File: src/rtl/cmd_exec_pkg.sv
package cmd_exec_pkg;

  typedef enum logic [2:0] {
    OP_ARM      = 3'd0,
    OP_CPU_HOLD = 3'd1,
    OP_CPU_FREE = 3'd2,
    OP_SIG_ON   = 3'd3,
    OP_SIG_OFF  = 3'd4,
    OP_LINK_ONE = 3'd5,
    OP_LINK_ALL = 3'd6,
    OP_SPARE    = 3'd7
  } cmdOp_t;

  // Strobes from control to datapath, one cycle wide each.
  typedef struct packed {
    logic cpuSet;
    logic cpuClr;
    logic sigSet;
    logic sigClr;
    logic linkOne;
    logic linkAll;
  } execStrobe_t;

endpackage

File: src/rtl/cmd_exec_ctrl.sv
module cmd_exec_ctrl
  import cmd_exec_pkg::*;
#(
  parameter int NUM_LINKS  = 3,
  parameter int LINK_IDX_W = 2
) (
  input  logic                  clk,
  input  logic                  rstN,
  input  logic                  reqValid,
  input  logic [2:0]            reqOp,
  input  logic [LINK_IDX_W-1:0] reqLink,
  output execStrobe_t           strobe,
  output logic                  reqAck,
  output logic                  reqRejected
);

  localparam logic [LINK_IDX_W:0] LINK_LIMIT = (LINK_IDX_W+1)'(NUM_LINKS);

  cmdOp_t op;
  logic   armed;
  logic   linkInRange;
  logic   critical;
  logic   malformed;
  logic   refuse;
  logic   go;

  assign op          = cmdOp_t'(reqOp);
  assign linkInRange = ({1'b0, reqLink} < LINK_LIMIT);
  assign critical    = (op == OP_CPU_HOLD) || (op == OP_LINK_ONE) || (op == OP_LINK_ALL);
  assign malformed   = (op == OP_SPARE) || ((op == OP_LINK_ONE) && !linkInRange);
  assign refuse      = reqValid && (malformed || (critical && !armed));
  assign go          = reqValid && !refuse;

  always_comb begin
    strobe         = '0;
    strobe.cpuSet  = go && (op == OP_CPU_HOLD);
    strobe.cpuClr  = go && (op == OP_CPU_FREE);
    strobe.sigSet  = go && (op == OP_SIG_ON);
    strobe.sigClr  = go && (op == OP_SIG_OFF);
    strobe.linkOne = go && (op == OP_LINK_ONE);
    strobe.linkAll = go && (op == OP_LINK_ALL);
  end

  always_ff @(posedge clk) begin
    if (!rstN) begin
      armed       <= 1'b0;
      reqAck      <= 1'b0;
      reqRejected <= 1'b0;
    end else begin
      reqAck      <= reqValid;
      reqRejected <= refuse;
      if (go && op == OP_ARM)  armed <= 1'b1;
      else if (go && critical) armed <= 1'b0;
    end
  end

  // acknowledge follows each request by one cycle
  p_ack_follows_r2: assert property (@(posedge clk) disable iff (!rstN)
    reqValid |=> reqAck);
  // no acknowledge without a request
  p_no_stray_ack_r2: assert property (@(posedge clk) disable iff (!rstN)
    !reqValid |=> !reqAck);
  // an executed critical command leaves the next critical one refused
  p_arm_consumed_r4: assert property (@(posedge clk) disable iff (!rstN)
    (strobe.cpuSet || strobe.linkOne || strobe.linkAll) ##1 (reqValid && critical)
    |=> reqRejected);
  // a disarmed critical request is refused
  p_disarmed_refused_r5: assert property (@(posedge clk) disable iff (!rstN)
    (reqValid && critical && !armed) |=> reqRejected);

endmodule

File: src/rtl/cmd_exec_dpath.sv
module cmd_exec_dpath
  import cmd_exec_pkg::*;
#(
  parameter int NUM_LINKS  = 3,
  parameter int LINK_IDX_W = 2,
  parameter int NUM_SIG    = 4
) (
  input  logic                  clk,
  input  logic                  rstN,
  input  execStrobe_t           strobe,
  input  logic [LINK_IDX_W-1:0] reqLink,
  input  logic [NUM_SIG-1:0]    reqSig,
  output logic                  cpuReset,
  output logic [NUM_SIG-1:0]    extSig,
  output logic [NUM_LINKS-1:0]  linkReset
);

  always_ff @(posedge clk) begin
    if (!rstN) begin
      cpuReset <= 1'b0;
      extSig   <= '0;
    end else begin
      if (strobe.cpuSet)      cpuReset <= 1'b1;
      else if (strobe.cpuClr) cpuReset <= 1'b0;
      if (strobe.sigSet)      extSig <= extSig | reqSig;
      else if (strobe.sigClr) extSig <= extSig & ~reqSig;
    end
  end

  for (genvar g = 0; g < NUM_LINKS; g++) begin : g_link
    always_ff @(posedge clk) begin
      if (!rstN) linkReset[g] <= 1'b0;
      else       linkReset[g] <= strobe.linkAll ||
                                 (strobe.linkOne && (reqLink == LINK_IDX_W'(g)));
    end
  end

  // a single-link strobe gives a one-hot pulse
  p_single_onehot_r8: assert property (@(posedge clk) disable iff (!rstN)
    strobe.linkOne |=> $onehot(linkReset));
  // the pulse lasts one cycle unless re-strobed
  p_pulse_ends_r8: assert property (@(posedge clk) disable iff (!rstN)
    !(strobe.linkOne || strobe.linkAll) |=> (linkReset == '0));
  // processor reset holds without its strobes
  p_cpu_hold_r12: assert property (@(posedge clk) disable iff (!rstN)
    !(strobe.cpuSet || strobe.cpuClr) |=> $stable(cpuReset));
  // external signals hold without their strobes
  p_sig_hold_r12: assert property (@(posedge clk) disable iff (!rstN)
    !(strobe.sigSet || strobe.sigClr) |=> $stable(extSig));

endmodule

File: src/rtl/cmd_executor.sv
module cmd_executor
  import cmd_exec_pkg::*;
#(
  parameter int NUM_LINKS  = 3,
  parameter int NUM_SIG    = 4,
  parameter int LINK_IDX_W = (NUM_LINKS > 1) ? $clog2(NUM_LINKS) : 1
) (
  input  logic                  clk,
  input  logic                  rstN,
  input  logic                  reqValid,
  input  logic [2:0]            reqOp,
  input  logic [LINK_IDX_W-1:0] reqLink,
  input  logic [NUM_SIG-1:0]    reqSig,
  output logic                  reqAck,
  output logic                  reqRejected,
  output logic                  cpuReset,
  output logic [NUM_SIG-1:0]    extSig,
  output logic [NUM_LINKS-1:0]  linkReset
);

  execStrobe_t strobe;

  cmd_exec_ctrl #(.NUM_LINKS(NUM_LINKS), .LINK_IDX_W(LINK_IDX_W)) i_ctrl (
    .clk(clk), .rstN(rstN), .reqValid(reqValid), .reqOp(reqOp),
    .reqLink(reqLink), .strobe(strobe), .reqAck(reqAck),
    .reqRejected(reqRejected)
  );

  cmd_exec_dpath #(.NUM_LINKS(NUM_LINKS), .LINK_IDX_W(LINK_IDX_W),
                   .NUM_SIG(NUM_SIG)) i_dpath (
    .clk(clk), .rstN(rstN), .strobe(strobe), .reqLink(reqLink),
    .reqSig(reqSig), .cpuReset(cpuReset), .extSig(extSig),
    .linkReset(linkReset)
  );

endmodule

File: config.mk
export PLATFORM = sky130hd
export DESIGN_NAME = cmd_executor
export DESIGN_NICKNAME = d
export VERILOG_FILES = /design/src/rtl/cmd_exec_pkg.sv /design/src/rtl/cmd_exec_ctrl.sv /design/src/rtl/cmd_exec_dpath.sv /design/src/rtl/cmd_executor.sv
export SDC_FILE = /design/constraint.sdc
export NUM_CORES = 1
export LEC_CHECK = 0
export ABC_AREA = 1
export BUFFER_PORTS_ARGS = -buffer_cell sky130_fd_sc_hd__buf_2
export CORE_UTILIZATION = 31
export DETAILED_ROUTE_END_ITERATION = 6
export GPL_TIMING_DRIVEN = 0
export SYNTH_ARGS = -nofsm -noshare
export SYNTH_HDL_FRONTEND = slang
export SYNTH_HIERARCHICAL = 1
export SYNTH_SLANG_ARGS = --single-unit
File: constraint.sdc
create_clock -name clk -period 1.4 [get_ports clk]
set_input_delay 0.28 -clock clk [delete_from_list [all_inputs] [get_ports clk]]
set_output_delay 0.28 -clock clk [all_outputs]
set_load 0.005 [all_outputs]
# After elaboration in Yosys (flattened, before gate mapping)
# Index checks and enable logic that the tools add are counted.
# word_totals
reg_bits,11
input_bits,12
output_inout_bits,10
elab_cells,57
# op_classes
magnitude_cmp,1
n_eq_ne,9
n_mux,6
bitwise_logic,3
n_reduce_logical,30
# op_table
operator,count
1-bit logical AND,15
"3-bit equality test, second input constant",4
4-bit 2-to-1 mux,2
1-bit logical OR,7
"3-bit by 2-bit equality test with 1-bit output, second input constant",2
2-bit nonzero test,3
4-bit bitwise AND,1
1-bit 2-to-1 mux,4
4-bit inverter,1
4-bit bitwise OR,1
"3-bit by 1-bit equality test with 1-bit output, second input constant",1
1-bit zero test,3
3-bit zero test,1
"2-bit by 1-bit equality test with 1-bit output, second input constant",1
"2-bit equality test, second input constant",1
2-bit zero test,1
"2-bit < comparator, second input constant",1

# Longest topological paths before layout
# Gate-level depths: netlist (run 1).
# depth
word_depth,11
depth_mapped,11
depth_no_buf,11

# Modules after synthesis
# The synthesis (run 1) kept the hierarchy.
# by_module_without_submodules
mod,n_inst,cells_per_inst,area_per_inst_um2,seq_area_each_um2
cmd_exec_dpath,1,38,289.0,160.2
cmd_exec_ctrl,1,39,240.2,60.1

# Least setup slack after synthesis (run 1)
# OpenSTA, ideal clock, no wires.
# synth_timing
path_kind,input to register
startpoint,in reqOp[1]
endpoint,reg (tool-made name)
setup_ns,0.124
t_arrival_ns,1.077
required_time_ns,1.276
setup_slack_ns,0.199
stages,11
path_buffers,0
cell_sequence,inv_1 nand2_2 nand2_1 nand2_2 nand2_2 nor2_4 nand2_2 nor2_1 nand2_1 nand2_1 a21oi_1
# synth_rtl
element,line,source
start: declaration,cmd_executor.sv:11,"input logic [2:0] reqOp,"

==> results, run 1 <==
- The initial antenna violation count is 0.
- The destination of the worst hold path is i_ctrl/armed.
- For flop-to-flop paths, the worst setup slack is ~150 ps.
- For the worst-skew pair, the clock arrives at the later sink with an insertion delay of approximately 270 ps.
- Hold repair after CTS inserted 0 buffers.
- The global placement routability congestion is around 0.7.
- The type of the most critical hold path is input pin to flip-flop.
- In this run the cell area measured after placement is between 600 and 700 µm².
- After detailed routing, the total wire length is ~1.0 mm.
- Timing would allow up to approximately 800 MHz.
- The average routed wire per standard cell is 8.517 µm.
- The cell count after synthesis is 77.
- The clock net in this run drives a total of 11 sinks.
- The mapped netlist covers ~530 µm².
- The number of nets in the final layout is between 100 and 150.
- Once the clock tree was built, the setup fixing pass inserted 0 buffers.
- Leaving out filler cells and counting taps, the final layout contains roughly 120.
- The instance count after placement with tap cells included is roughly 110.
- The mean instance size in the synthesized netlist is between 6 and 7 µm².
- The detail-routed via count per cell is roughly 4.4.
- The count of input and output buffers is 21.
- In the global route stage, overall resource usage came out at between 10% and 20%.
- Along the worst hold path, the cell count comes to 3.
- The final reports fail on design-rule violations.
- Across the run, the number of max-cap violations was 0.
- The longest clock path from root to sink contains 2 buffers.
- The area growth from synthesis to layout is 28.61%.
- The worst endpoint data arrival time is ~1400 ps.
- The ratio of final minimum period to clock period is slightly below 90%.
- The peak supply drop is 0.4896 mV.
- For the final routed database, the setup TNS stands at 0 ps.
- The start point of the worst min-delay path is rstN.
- The critical register-to-register path startpoint is i_ctrl/armed.
- The core region is 0.001559 mm².
- The critical path in this run is classified as flip-flop to flip-flop.
- Signal routing reaches up to met4.
- The final period demand of the worst path is roughly 1200 ps.
- The proportion of layout cells with a drive suffix above 1 is roughly 32%.
- The clock transition at the register clock pins on the worst setup and hold paths after CTS is 70 ps.
- The remaining global-route overflow is 0.
- The transition time at the pin with the least slew margin is 262.5 ps.
- The kind of launch point of the worst setup path is a flip-flop.
- Summed over its instances, the top area cell type makes up roughly two fifths of the synthesized netlist area.
- In this run the vertical extent of the chip is around 43 µm.
- The depth of the most critical reg-to-reg path is 9.
- The beginning of the critical path is i_ctrl/armed.
- The power consumption is between 0.6 and 0.7 mW.
- Setup repair after global routing left no endpoint under its margin.
- The number of DRC violations after detailed routing is 2.
- The total half-perimeter wirelength after legalization and detailed placement is slightly above 800 µm.
- The worst setup skew after layout is between 1.5 and 2 ps.
- The post-CTS resize count is 0.
- The final max-slew violation count is 0.
- By area the synthesized netlist is led by sky130_fd_sc_hd__dfxtp_1 42%, sky130_fd_sc_hd__nand2_1 16%, sky130_fd_sc_hd__a21oi_1 8.5%.
- The area of all placed cells without fillers is a little under 700 µm².
- At the placement stage, the worst setup path has a slack of -109.9 ps.
- The number of cell rows is 14.
- The number of warnings printed during yosys synthesis is 6.
- The detail route stage leaves a number of antenna-violating nets equal to 0.
- Setup slack closes at between 150 and 200 ps.
- The met2 wirelength from detailed routing is about 480 µm.
- Setup violations remaining at the end of the flow were counted as 0.
- The net count after synthesis is about 90.
- The areal power density over the cells is 916.8 mW/mm².
- The die is 43.32 µm wide.
- STA puts the critical path data required time at between 1500 and 2000 ps.
- In this run, CTS created clock tree buffers numbering 3.
- Along the worst path, the maximum fanout reaches 4.
- The biggest area contributor in the post-synthesis netlist is sky130_fd_sc_hd__dfxtp_1.
- The tightest slew margin relative to the limit is ~82%.
- Of the synthesized area, sequential elements account for a little over two fifths.
- Once the floorplan was initialized, standard cells occupied around 34% of the core.
- The flow ran to the end, but the final reports show violations.
- TritonCTS built the clock tree.
- The first detailed-routing pass ran for 6 iterations.
- The number of global-route vias before repair came to approximately 380.
- In this run, synthesis produced a sequential element count of 11.
- The nature of the critical path endpoint is a flip-flop.
- The first global-routing pass estimated 1.483 mm of wire.
- The final count of hold timing violations was 0.
- CTS placed an instance of sky130_fd_sc_hd__clkbuf_4 at the clock tree root.
- The count of pins on the block boundary is 22.
- The largest net degree at the start of global routing is 9.
- The wire length on met3 is between 60 and 70 µm.
- The unique cell type count in the Yosys netlist is 12.
- The met1 wire length is around 450 µm.
- The number of DRC markers after the initial detailed-route iteration is 13.
- Summed over all cells, the static leakage comes to 0.3380 nW.
- The H-tree depth is 1.
- The via total after detailed routing is roughly 520.
- The repair_antennas step left the layout with diodes totalling 0.
- The fill cell instance count of the final layout is between 150 and 200.
- The floorplan step defined a die boundary enclosing between 0.0015 and 0.002 mm².
-- logic make-up (layout without fill, tap and decap cells) --
family | Yosys count | in the layout | share of synthesized area (%)
flip-flops | 11 | 11 | 41.61
AND/OR/NAND/NOR | 43 | 43 | 36.41
AO/OA/AOI/OAI | 10 | 10 | 10.17
buffers and inverters | 13 | 38 | 11.82
-- through the flow --
stage / hold slack [ps] / util, %
2_1_floorplan: 389.2 / -
3_3_place_gp: 446.7 / 41.97
3_5_place_dp: 453.6 / 41.97
4_1_cts: 244.2 / 43.66
5_1_grt: 269.5 / 43.66
6_report: 244.4 / 43.66
-- critical path, stage by stage (launching register included) --
cell and delay (ps):
sky130_fd_sc_hd__dfxtp_1 340, sky130_fd_sc_hd__inv_1 50, sky130_fd_sc_hd__nand2_2 80, sky130_fd_sc_hd__nand2_2 60, sky130_fd_sc_hd__nor2_4 100, sky130_fd_sc_hd__nand2_2 60, sky130_fd_sc_hd__nor2_1 220, sky130_fd_sc_hd__nand2_1 90
sky130_fd_sc_hd__nand2_1 60, sky130_fd_sc_hd__a21oi_1 50
-- placed cells by master, fill, tap and decap left out --
cell,instances
sky130_fd_sc_hd__a21oi_2,1
sky130_fd_sc_hd__nor2_1,9
sky130_fd_sc_hd__nor2_4,1
sky130_fd_sc_hd__a21oi_1,9
sky130_fd_sc_hd__dfxtp_1,11
sky130_fd_sc_hd__clkbuf_4,3
sky130_fd_sc_hd__nand2_2,6
sky130_fd_sc_hd__bufinv_8,1
sky130_fd_sc_hd__clkinv_1,1
sky130_fd_sc_hd__clkbuf_1,1
sky130_fd_sc_hd__inv_1,11
sky130_fd_sc_hd__nand2_1,22
sky130_fd_sc_hd__nand4_1,2
sky130_fd_sc_hd__buf_2,21
sky130_fd_sc_hd__nand3_1,3
-- report_power, final --
part / total [mW] / internal [mW] / switching [mW]
logic: 0.0866 / 0.0368 / 0.0498
clock network: 0.215 / 0.110 / 0.105
registers: 0.323 / 0.320 / 0.00229
total: 0.624 / 0.467 / 0.157
-- area by class of cell --
type	instances	area, µm²	share of cell area [%]
multi-input cells	53	246.5	36.21
flip-flops and latches	11	220.2	32.35
repair buffers	21	105.1	15.44
inverters	13	62.56	9.191
clock buffers	4	26.28	3.860
well taps	16	20.02	2.941
-- cells in the mapped netlist --
library cell	n
sky130_fd_sc_hd__nor2_4	1
sky130_fd_sc_hd__inv_1	11
sky130_fd_sc_hd__bufinv_8	1
sky130_fd_sc_hd__nor2_1	9
sky130_fd_sc_hd__nand2_2	6
sky130_fd_sc_hd__nand2_1	22
sky130_fd_sc_hd__nand3_1	3
sky130_fd_sc_hd__a21oi_2	1
sky130_fd_sc_hd__nand4_1	2
sky130_fd_sc_hd__clkinv_1	1
sky130_fd_sc_hd__dfxtp_1	11
sky130_fd_sc_hd__a21oi_1	9
-- worst max-delay path by stage --
stage                      to  slack, ps
floorplan           flip-flop        200
global placement    flip-flop        -90
detailed placement  flip-flop       -110
CTS                 flip-flop        140
global route        flip-flop          7
finish              flip-flop        150
-- metal layers --
layer / up-vias / global-route usage (%)
li1: 286 / -
met4: 0 / 5.625
met3: 2 / 6.383
met1: 221 / 12.69
met5: - / 0
met2: 14 / 16.67
Note: power is estimated with default switching activity, not from simulation.
==> inputs of run 2 (changes only) <==
==> constraint.sdc (replaced) <==
create_clock -name clk -period 1.2 [get_ports clk]
set_input_delay 0.24 -clock clk [delete_from_list [all_inputs] [get_ports clk]]
set_output_delay 0.24 -clock clk [all_outputs]
set_load 0.005 [all_outputs]
==> run 2 against run 1 <==
  * The run still ends with design-rule violations left
  * Sequential power increased by 17%
  * Hold slack lost 48 ps
  * Non-clock buffer count stayed put
  * First-iteration DRC count grew 23%
  * Critical path type unchanged
  * Largest cell class unchanged
  * Largest power group unchanged
==> results, run 2 (same netlist as run 1, synthesis figures left out) <==
- The count of input and output buffers is 21 (unchanged).
- The final period demand of the worst path is 1146 ps (was 1248 ps).
- The peak supply drop is 0.5748 mV (was 0.4896 mV).
- The global placement routability congestion came to 0.7152 (unchanged).
- The final count of hold timing violations came to 0 (unchanged).
- The ratio of final minimum period to clock period came to 95.53% (was 89.12%).
- The sum of negative setup slack is 0 ps (unchanged).
- The vertical extent of the die is 43.32 µm (unchanged).
- The power consumption is 0.7370 mW (was 0.6240 mW).
- The clock transition at the register clock pins on the worst setup and hold paths after CTS is 70 ps (about the same).
- Most frequent cells in the layout: 22 x sky130_fd_sc_hd__nand2_1, 21 x sky130_fd_sc_hd__buf_2, 10 x sky130_fd_sc_hd__inv_1, 10 x sky130_fd_sc_hd__dfxtp_1, 9 x sky130_fd_sc_hd__a21oi_1 (was 22 x sky130_fd_sc_hd__nand2_1, 21 x sky130_fd_sc_hd__buf_2, 11 x sky130_fd_sc_hd__inv_1, 11 x sky130_fd_sc_hd__dfxtp_1).
- The kind of launch point of the worst setup path is a flip-flop (unchanged).
- The number of buffers inserted by post-CTS setup repair is 0 (unchanged).
- The final max-slew violation count is 0 (unchanged).
- The total half-perimeter wirelength after legalization and detailed placement came to 816.8 µm (unchanged).
- The total clock sinks is 11 (unchanged).
- The data required time of the worst path came to 1350 ps (was 1550 ps).
- Unrepaired setup endpoints after global routing: yes (was no).
- The H-tree depth is 1 (unchanged).
- The most common cell after layout, fill and taps aside was sky130_fd_sc_hd__nand2_1 (unchanged).
- The smallest setup slack after layout is 53.61 ps (was 152.3 ps).
- The count of antenna-violating nets left after detailed routing is 0 (unchanged).
- The largest net degree at the start of global routing came to 9 (unchanged).
- The final instance count without filler cells is 118 (unchanged).
- The highest net fanout along the worst path was 4 (unchanged).
- The area of the die is 0.001877 mm² (unchanged).
- The share of power burned in combinational logic came to 14.8% (was 13.9%).
- The number of optimization iterations in the first detailed-route pass is 6 (unchanged).
- The transition time at the pin with the least slew margin is 251.9 ps (was 262.5 ps).
- The number of setup violations in the final report is 0 (unchanged).
- The final design utilization is 45.18% (was 43.66%).
- The number of cell rows is 14 (unchanged).
- The remaining global-route overflow is 0 (unchanged).
- The starting density of the core was 33.95% (unchanged).
- The root cell of the clock tree is sky130_fd_sc_hd__clkbuf_4 (unchanged).
- The detail-routed via count per cell is 4.483 (was 4.432).
- The horizontal die dimension is 43.32 µm (unchanged).
- The sequential share of power is 51.1% (was 51.7%).
- The leakage power is 0.3449 nW (was 0.3380 nW).
- Failing checks: design-rule violations (unchanged).
- The number of buffers added by the clock tree synthesis step was 3 (unchanged).
- The wire length of the first global-routing pass was 1.483 mm (unchanged).
- The proportion of layout cells with a drive suffix above 1 is 37.25% (was 32.35%).
- The number of DRC markers after the initial detailed-route iteration came to 16 (was 13).
- The peak clock frequency supported by timing is 872.3 MHz (was 801.5 MHz).
- The number of DRC violations after detailed routing is 2 (unchanged).
- The worst endpoint data arrival time is 1300 ps (was 1400 ps).
- The power spent charging and discharging nets is 0.1899 mW (was 0.1567 mW).
- The final wirelength was 1.021 mm (was 1.005 mm).
- The area added between synthesis and finish is 33.10% (was 28.61%).
- The number of global-route vias before repair is 377 (unchanged).
- The number of max-cap violations was 0 (unchanged).
- The worst slack at placement is -269.9 ps (was -109.9 ps).
- The nature of the critical path endpoint is a flip-flop (unchanged).
- The worst setup skew after layout came to 2.617 ps (was 1.860 ps).
- The worst-case clock buffer depth came to 2 (unchanged).
- Outcome: finished with violations (unchanged).
- The switching part of the total is 25.76% (was 25.11%).
- The instance count after placement with tap cells included is 114 (unchanged).
- The initial antenna violation count is 0 (unchanged).
- The design internal power is 0.5472 mW (was 0.4673 mW).
- The areal power density over the cells came to 1046 mW/mm² (was 916.8 mW/mm²).
- The number of nets in the final layout is 115 (unchanged).
- The insertion delay of the later-clocked pin in the worst-skew pair is 270 ps (about the same).
- The kind of critical path was flip-flop to flip-flop (unchanged).
- The via total after detailed routing is 529 (was 523).
- The average routed wire per standard cell is 8.653 µm (was 8.517 µm).
- The number of antenna repair diodes is 0 (unchanged).
- The clock share of power is 34.1% (was 34.4%).
- The core area is 0.001559 mm² (unchanged).
- The tightest slew margin relative to the limit is 83.19% (was 82.44%).
- The type of the most critical hold path is input pin to flip-flop (unchanged).
- The aggregate global-route resource usage is 11.17% (unchanged).
- The count of pins on the block boundary was 22 (unchanged).
- The CTS tree is yes (unchanged).
## run 2: final timing paths
| path | startpoint | endpoint | slack [ps] | cells after the start |
|---|---|---|---|---|
| worst min register to register | flip-flop | flip-flop | 460 | 2 |
| worst max register to register | i_ctrl/armed | flip-flop | 50 | 9 |
| worst max-delay path | i_ctrl/armed | flip-flop | 50 | 9 |
| worst min-delay path | rstN | i_ctrl/armed | 200 | 3 |
## run 2: critical path, cell delays in order (launching register included)
cell and delay (ps):
sky130_fd_sc_hd__dfxtp_2 340, sky130_fd_sc_hd__inv_2 30, sky130_fd_sc_hd__nand2_2 80, sky130_fd_sc_hd__nand2_2 60, sky130_fd_sc_hd__nor2_4 120, sky130_fd_sc_hd__nand2_4 80, sky130_fd_sc_hd__nor2_4 140, sky130_fd_sc_hd__nand2_1 70
sky130_fd_sc_hd__nand2_1 50, sky130_fd_sc_hd__a21oi_1 50
## run 2: final cells by class
class / instances / area (µm²)
Clock buffer: 4 / 26.28
Timing Repair Buffer: 21 / 105.1
Tap cell: 16 / 20.02
Inverter: 13 / 62.56
Fill cell: 168 / 854.6
Sequential cell: 11 / 221.5
Multi-Input combinational cell: 53 / 269.0
## run 2: power groups by stage
stage | Combinational, mW | Sequential [mW] | Clock (mW)
final | 0.109 | 0.377 | 0.251
after global routing | 0.121 | 0.377 | 0.275
after CTS | 0.103 | 0.376 | 0.261
after detailed placement | 0.102 | 0.385 | 0
after global placement | 0.100 | 0.385 | 0
after floorplan | 0.0569 | 0.386 | 0
## run 2: timing repair
action	in CTS	in global routing
hold buffers	0	0
pin swaps	0	4
endpoints found under the setup margin	4	8
resized for setup	2	6
## run 2: routing by layer
layer,GRT usage (%),vias to the layer above,wire length [µm]
met3,6.383,2,68
met2,16.67,14,483
met5,0,-,0
li1,-,286,-
met1,12.69,227,459
met4,5.625,0,9
## run 2: stage by stage
step                      cell area [µm²]  hold WS, ps
after global routing                704.4        222.1
after CTS                           685.7        204.2
after floorplan                     529.3        349.2
after detailed placement            654.4        453.6
after global placement              654.4        446.7
final                               704.4        196.4
==> inputs of run 3 (changes only) <==
--- a/config.mk
+++ b/config.mk
@@ -5,8 +5,7 @@
 export SDC_FILE = /design/constraint.sdc
 export NUM_CORES = 1
 export LEC_CHECK = 0
-export ABC_AREA = 1
-export BUFFER_PORTS_ARGS = -buffer_cell sky130_fd_sc_hd__buf_2
+export BUFFER_PORTS_ARGS = -buffer_cell sky130_fd_sc_hd__buf_4
 export CORE_UTILIZATION = 31
 export DETAILED_ROUTE_END_ITERATION = 6
 export GPL_TIMING_DRIVEN = 0
==> run 3 against run 2 <==
  * Clock-buffer cell count did not move
  * Worst setup slack improved by 57 ps
  * Register-to-register slack improved by 130 ps
  * Final area up 3.7%
  * Non-clock buffer count up 2
  * Critical path depth decreased by 4
  * Combinational power decreased by 4%
  * Clock power down 2%
  * Critical path type is now input pin to flip-flop
  * The run now ends clean
  * First-iteration DRC count is 56% lower
  * Cell count shrank 19%
  * Largest cell class unchanged
==> results, run 3 <==
- Outcome: complete, no violations (was finished with violations).
- The peak supply drop was 0.3662 mV (was 0.5748 mV).
- The CTS tree is yes (unchanged).
- The detail-routed via count per cell is 5.116 (was 4.483).
- The switching part of the total is 22.98% (was 25.76%).
- CP cell instances: buf_4 -> buf_6 -> nor3_1 -> nand2_1 -> a31o_2 (was inv_2 -> nand2_2 -> nand2_2 -> nor2_4 -> nand2_4 -> nor2_4 -> nand2_1 -> nand2_1 -> a21oi_1).
- The nature of the critical path endpoint is a flip-flop (unchanged).
- The global placement routability congestion is 0.7691 (was 0.7152).
- The worst-case clock buffer depth came to 2 (unchanged).
- The unique cell type count in the Yosys netlist is 27 (was 12).
- The remaining global-route overflow is 0 (unchanged).
- The total half-perimeter wirelength after legalization and detailed placement is 797.7 µm (was 816.8 µm).
- The final period demand of the worst path is 1090 ps (was 1146 ps).
- The number of synthesized register bits is 11 (unchanged).
- The kind of launch point of the worst setup path is an input pin (was flip-flop).
- The xor and xnor fraction of the mapped netlist area is 0% (unchanged).
- The clock transition at the register clock pins on the worst setup and hold paths after CTS came to 70 ps (about the same).
- The net count after synthesis was 67 (was 89).
- The largest net degree at the start of global routing is 11 (was 9).
- The highest net fanout along the worst path is 10 (was 4).
- The share of flip-flops with an asynchronous set or reset after synthesis is 0% (unchanged).
- The final instance count without filler cells came to 95 (was 118).
- The areal power density over the cells is 996.6 mW/mm² (was 1046 mW/mm²).
- The cell area after synthesis is 528.0 µm² (was 529.3 µm²).
- The power spent charging and discharging nets was 0.1673 mW (was 0.1899 mW).
- Top cells by area, synth: sky130_fd_sc_hd__dfxtp_1 42%, sky130_fd_sc_hd__nand2_1 7.1%, sky130_fd_sc_hd__and3_2 5.7% (was sky130_fd_sc_hd__dfxtp_1 42%, sky130_fd_sc_hd__nand2_1 16%, sky130_fd_sc_hd__a21oi_1 8.5%).
- The number of nets in the final layout is 92 (was 115).
- The area added between synthesis and finish is 38.39% (was 33.10%).
- The root cell of the clock tree is sky130_fd_sc_hd__clkbuf_4 (unchanged).
- The number of optimization iterations in the first detailed-route pass is 4 (was 6).
- The destination of the worst hold path was i_dpath/linkReset[1] (was i_ctrl/armed).
- The transition time at the pin with the least slew margin is 452.9 ps (was 251.9 ps).
- The simple-gate share of the synthesized area is 36.73% (was 36.41%).
- The largest area contributor in the netlist was sky130_fd_sc_hd__dfxtp_1 (unchanged).
- The fill cell instance count of the final layout was 154 (was 168).
- The worst setup skew after layout is 5.390 ps (was 2.617 ps).
- The area of the die was 0.001872 mm² (was 0.001877 mm²).
- The starting density of the core was 34.25% (was 33.95%).
- The largest stage delay on the critical path came to 410 ps (was 340 ps).
- The average routed wire per standard cell is 11.31 µm (was 8.653 µm).
- The start point of the worst min-delay path is reqLink[0] (was rstN).
- The depth of the most critical reg-to-reg path is 4 (was 9).
- The worst endpoint data arrival time was 1250 ps (was 1300 ps).
- The count of pins on the block boundary is 22 (unchanged).
- The synthesized-area fraction occupied by adder cells was 0% (unchanged).
- The vertical extent of the die was 43.27 µm (was 43.32 µm).
- The critical register-to-register path startpoint was i_ctrl/armed (unchanged).
- The wire length of the first global-routing pass is 1.718 mm (was 1.483 mm).
- The design internal power is 0.5609 mW (was 0.5472 mW).
- The count of input and output buffers is 20 (was 21).
- The setup slack of the most critical reg-to-reg path was 180 ps (was 50 ps).
- The final max-slew violation count came to 0 (unchanged).
- The number of DRC violations after detailed routing is 0 (was 2).
- The most instantiated flip-flop cell in the synthesis netlist is sky130_fd_sc_hd__dfxtp_1 (unchanged).
- The final wirelength came to 1.074 mm (was 1.021 mm).
- The sum of negative setup slack is 0 ps (unchanged).
- The number of setup violations in the final report is 0 (unchanged).
- The ratio of final minimum period to clock period is 90.80% (was 95.53%).
- The type of the most critical hold path is input pin to flip-flop (unchanged).
- The sequential share of power is 51.7% (was 51.1%).
- The tightest slew margin relative to the limit is 69.57% (was 83.19%).
- The share of Yosys cell area claimed by the top area cell type was 41.71% (was 41.61%).
- The count of antenna-violating nets left after detailed routing is 0 (unchanged).
- The main combinational cell family by area after synthesis is simple AND/OR/NAND/NOR gates (unchanged).
- The kind of critical path was input pin to flip-flop (was flip-flop to flip-flop).
- The most common cell after layout, fill and taps aside is sky130_fd_sc_hd__buf_4 (was sky130_fd_sc_hd__nand2_1).
- The number of DRC markers after the initial detailed-route iteration is 7 (was 16).
- Most frequent cells in the layout: 21 x sky130_fd_sc_hd__buf_4, 11 x sky130_fd_sc_hd__dfxtp_1, 10 x sky130_fd_sc_hd__nand2_1 (was 22 x sky130_fd_sc_hd__nand2_1, 21 x sky130_fd_sc_hd__buf_2, 10 x sky130_fd_sc_hd__inv_1, 10 x sky130_fd_sc_hd__dfxtp_1, 9 x sky130_fd_sc_hd__a21oi_1).
- The mux cell area share after synthesis is 1.896% (was 0%).
- The post-synthesis compound-gate area fraction is 13.27% (was 10.17%).
- The insertion delay of the later-clocked pin in the worst-skew pair came to 260 ps (was 270 ps).
- The aggregate global-route resource usage was 12.84% (was 11.17%).
- The proportion of layout cells with a drive suffix above 1 is 46.84% (was 37.25%).
- The mean instance size in the synthesized netlist is 9.600 µm² (was 6.873 µm²).
- The number of max-cap violations came to 0 (unchanged).
- The cell with the most instances after synthesis is sky130_fd_sc_hd__dfxtp_1 (was sky130_fd_sc_hd__nand2_1).
- The leakage power is 0.3564 nW (was 0.3449 nW).
- The core area is 0.001541 mm² (was 0.001559 mm²).
- The share of power burned in combinational logic is 14.4% (was 14.8%).
- The data required time of the worst path was 1360 ps (was 1350 ps).
- The horizontal die dimension is 43.27 µm (was 43.32 µm).
- Most instantiated cells after synthesis: 11 x sky130_fd_sc_hd__dfxtp_1, 10 x sky130_fd_sc_hd__nand2_1, 4 x sky130_fd_sc_hd__and3_2 (was 22 x sky130_fd_sc_hd__nand2_1, 11 x sky130_fd_sc_hd__dfxtp_1, 11 x sky130_fd_sc_hd__inv_1, 9 x sky130_fd_sc_hd__a21oi_1, 9 x sky130_fd_sc_hd__nor2_1).
- The post-synthesis sequential area ratio came to 41.71% (was 41.61%).
- The clock share of power was 33.8% (was 34.1%).
- The number of cell rows came to 14 (unchanged).
- The final count of hold timing violations came to 0 (unchanged).
- The H-tree depth is 1 (unchanged).
- The number of buffers added by the clock tree synthesis step was 3 (unchanged).
- Unrepaired setup endpoints after global routing: no (was yes).
- The depth of the worst hold-timing path is 3 (unchanged).
- The count of flip-flops with a built-in enable after synthesis came to 0 (unchanged).
- The number of global-route vias before repair was 417 (was 377).
- The power consumption is 0.7282 mW (was 0.7370 mW).
- The capture instance of the worst register-to-register path is i_dpath/linkReset[0].
- The number of warnings printed during yosys synthesis is 6 (unchanged).
- The total clock sinks is 11 (unchanged).
- The cell with the largest stage delay on the worst path is sky130_fd_sc_hd__nor3_1 (was sky130_fd_sc_hd__dfxtp_2).
- The number of antenna repair diodes came to 0 (unchanged).
- The peak clock frequency supported by timing is 917.7 MHz (was 872.3 MHz).
- The cell count after synthesis came to 55 (was 77).
- The cts-stage hold buffer count is 0 (unchanged).
- The via total after detailed routing is 486 (was 529).
- The initial antenna violation count is 0 (unchanged).
- The instance count after placement with tap cells included was 91 (was 114).
## run 3: cell count changes in the layout (fill, tap and decap cells not counted), moves of 3 or more
cell                      before  now
sky130_fd_sc_hd__a21oi_1       9    1
sky130_fd_sc_hd__and3_2        0    4
sky130_fd_sc_hd__buf_2        21    0
sky130_fd_sc_hd__buf_4         0   21
sky130_fd_sc_hd__inv_1        10    1
sky130_fd_sc_hd__nand2_1      22   10
sky130_fd_sc_hd__nand2_2       5    0
sky130_fd_sc_hd__nand3_1       3    0
sky130_fd_sc_hd__nor2_1        6    0
sky130_fd_sc_hd__nor2_4        3    0
## run 3: cell type report
class / instances / area [µm²] / share of cell area, %
repair buffers: 20 / 150.1 / 20.55
plain buffers: 3 / 30.03 / 4.110
multi-input cells: 40 / 280.3 / 38.36
flip-flops and latches: 11 / 220.2 / 30.14
clock buffers: 4 / 26.28 / 3.596
inverters: 1 / 3.754 / 0.5137
well taps: 16 / 20.02 / 2.740
## run 3: power groups by stage
| stage | Sequential, mW | Combinational [mW] | Clock [mW] |
|---|---|---|---|
| after detailed placement | 0.385 | 0.103 | 0 |
| final | 0.377 | 0.105 | 0.246 |
| after CTS | 0.377 | 0.104 | 0.258 |
| after global routing | 0.377 | 0.115 | 0.282 |
| after global placement | 0.385 | 0.103 | 0 |
| after floorplan | 0.386 | 0.0492 | 0 |
## run 3: what timing repair did
| action | 4_1_cts | 5_1_grt |
|---|---|---|
| gates resized for setup | 0 | 1 |
| buffers inserted | 0 | 0 |
| setup endpoints to repair | 0 | 3 |
| endpoints found under the hold margin | 0 | 0 |
## run 3: cell families (layout without fill, tap and decap cells)
logic type	Yosys count	in the layout
AND/OR/NAND/NOR	30	30
flip-flops	11	11
AO/OA/AOI/OAI	9	9
buffers and inverters	4	28
multiplexers	1	1
## run 3: critical path, delay by kind of cell
family | cells | cell delay, ps
simple gates | 2 | 510
buf+inv | 2 | 240
compound gates | 1 | 260
## run 3: per-layer routing
metal | GRT usage, % | wire length [µm]
met3 | 2.979 | 63
met2 | 17.61 | 490
met1 | 16.49 | 500
met5 | 0 | 0
met4 | 10.91 | 19
## run 3: worst max-delay path by stage
| stage | start | depth (start not counted) | slack [ps] | endpoint |
|---|---|---|---|---|
| 2_1_floorplan | reqOp[1] | 6 | 30 | i_dpath/linkReset[2] |
| 3_3_place_gp | reqOp[1] | 7 | -220 | i_dpath/linkReset[0] |
| 3_5_place_dp | reqOp[1] | 7 | -230 | i_dpath/linkReset[0] |
| 4_1_cts | reqOp[1] | 7 | 50 | i_dpath/linkReset[0] |
| 5_1_grt | reqOp[1] | 5 | 30 | flip-flop |
| 6_report | reqOp[1] | 5 | 110 | flip-flop |
## run 3: stage by stage
stage | area, µm² | hold slack, ps | utilization (%) | setup slack [ps]
floorplan | 528.0 | 376.4 | - | 32.27
finish | 730.7 | 238.0 | 47.40 | 110.3
CTS | 724.4 | 233.5 | 47.00 | 45.48
detailed placement | 698.2 | 468.4 | 45.29 | -231.8
global placement | 698.2 | 463.8 | 45.29 | -215.7
global route | 730.7 | 240.0 | 47.40 | 29.69
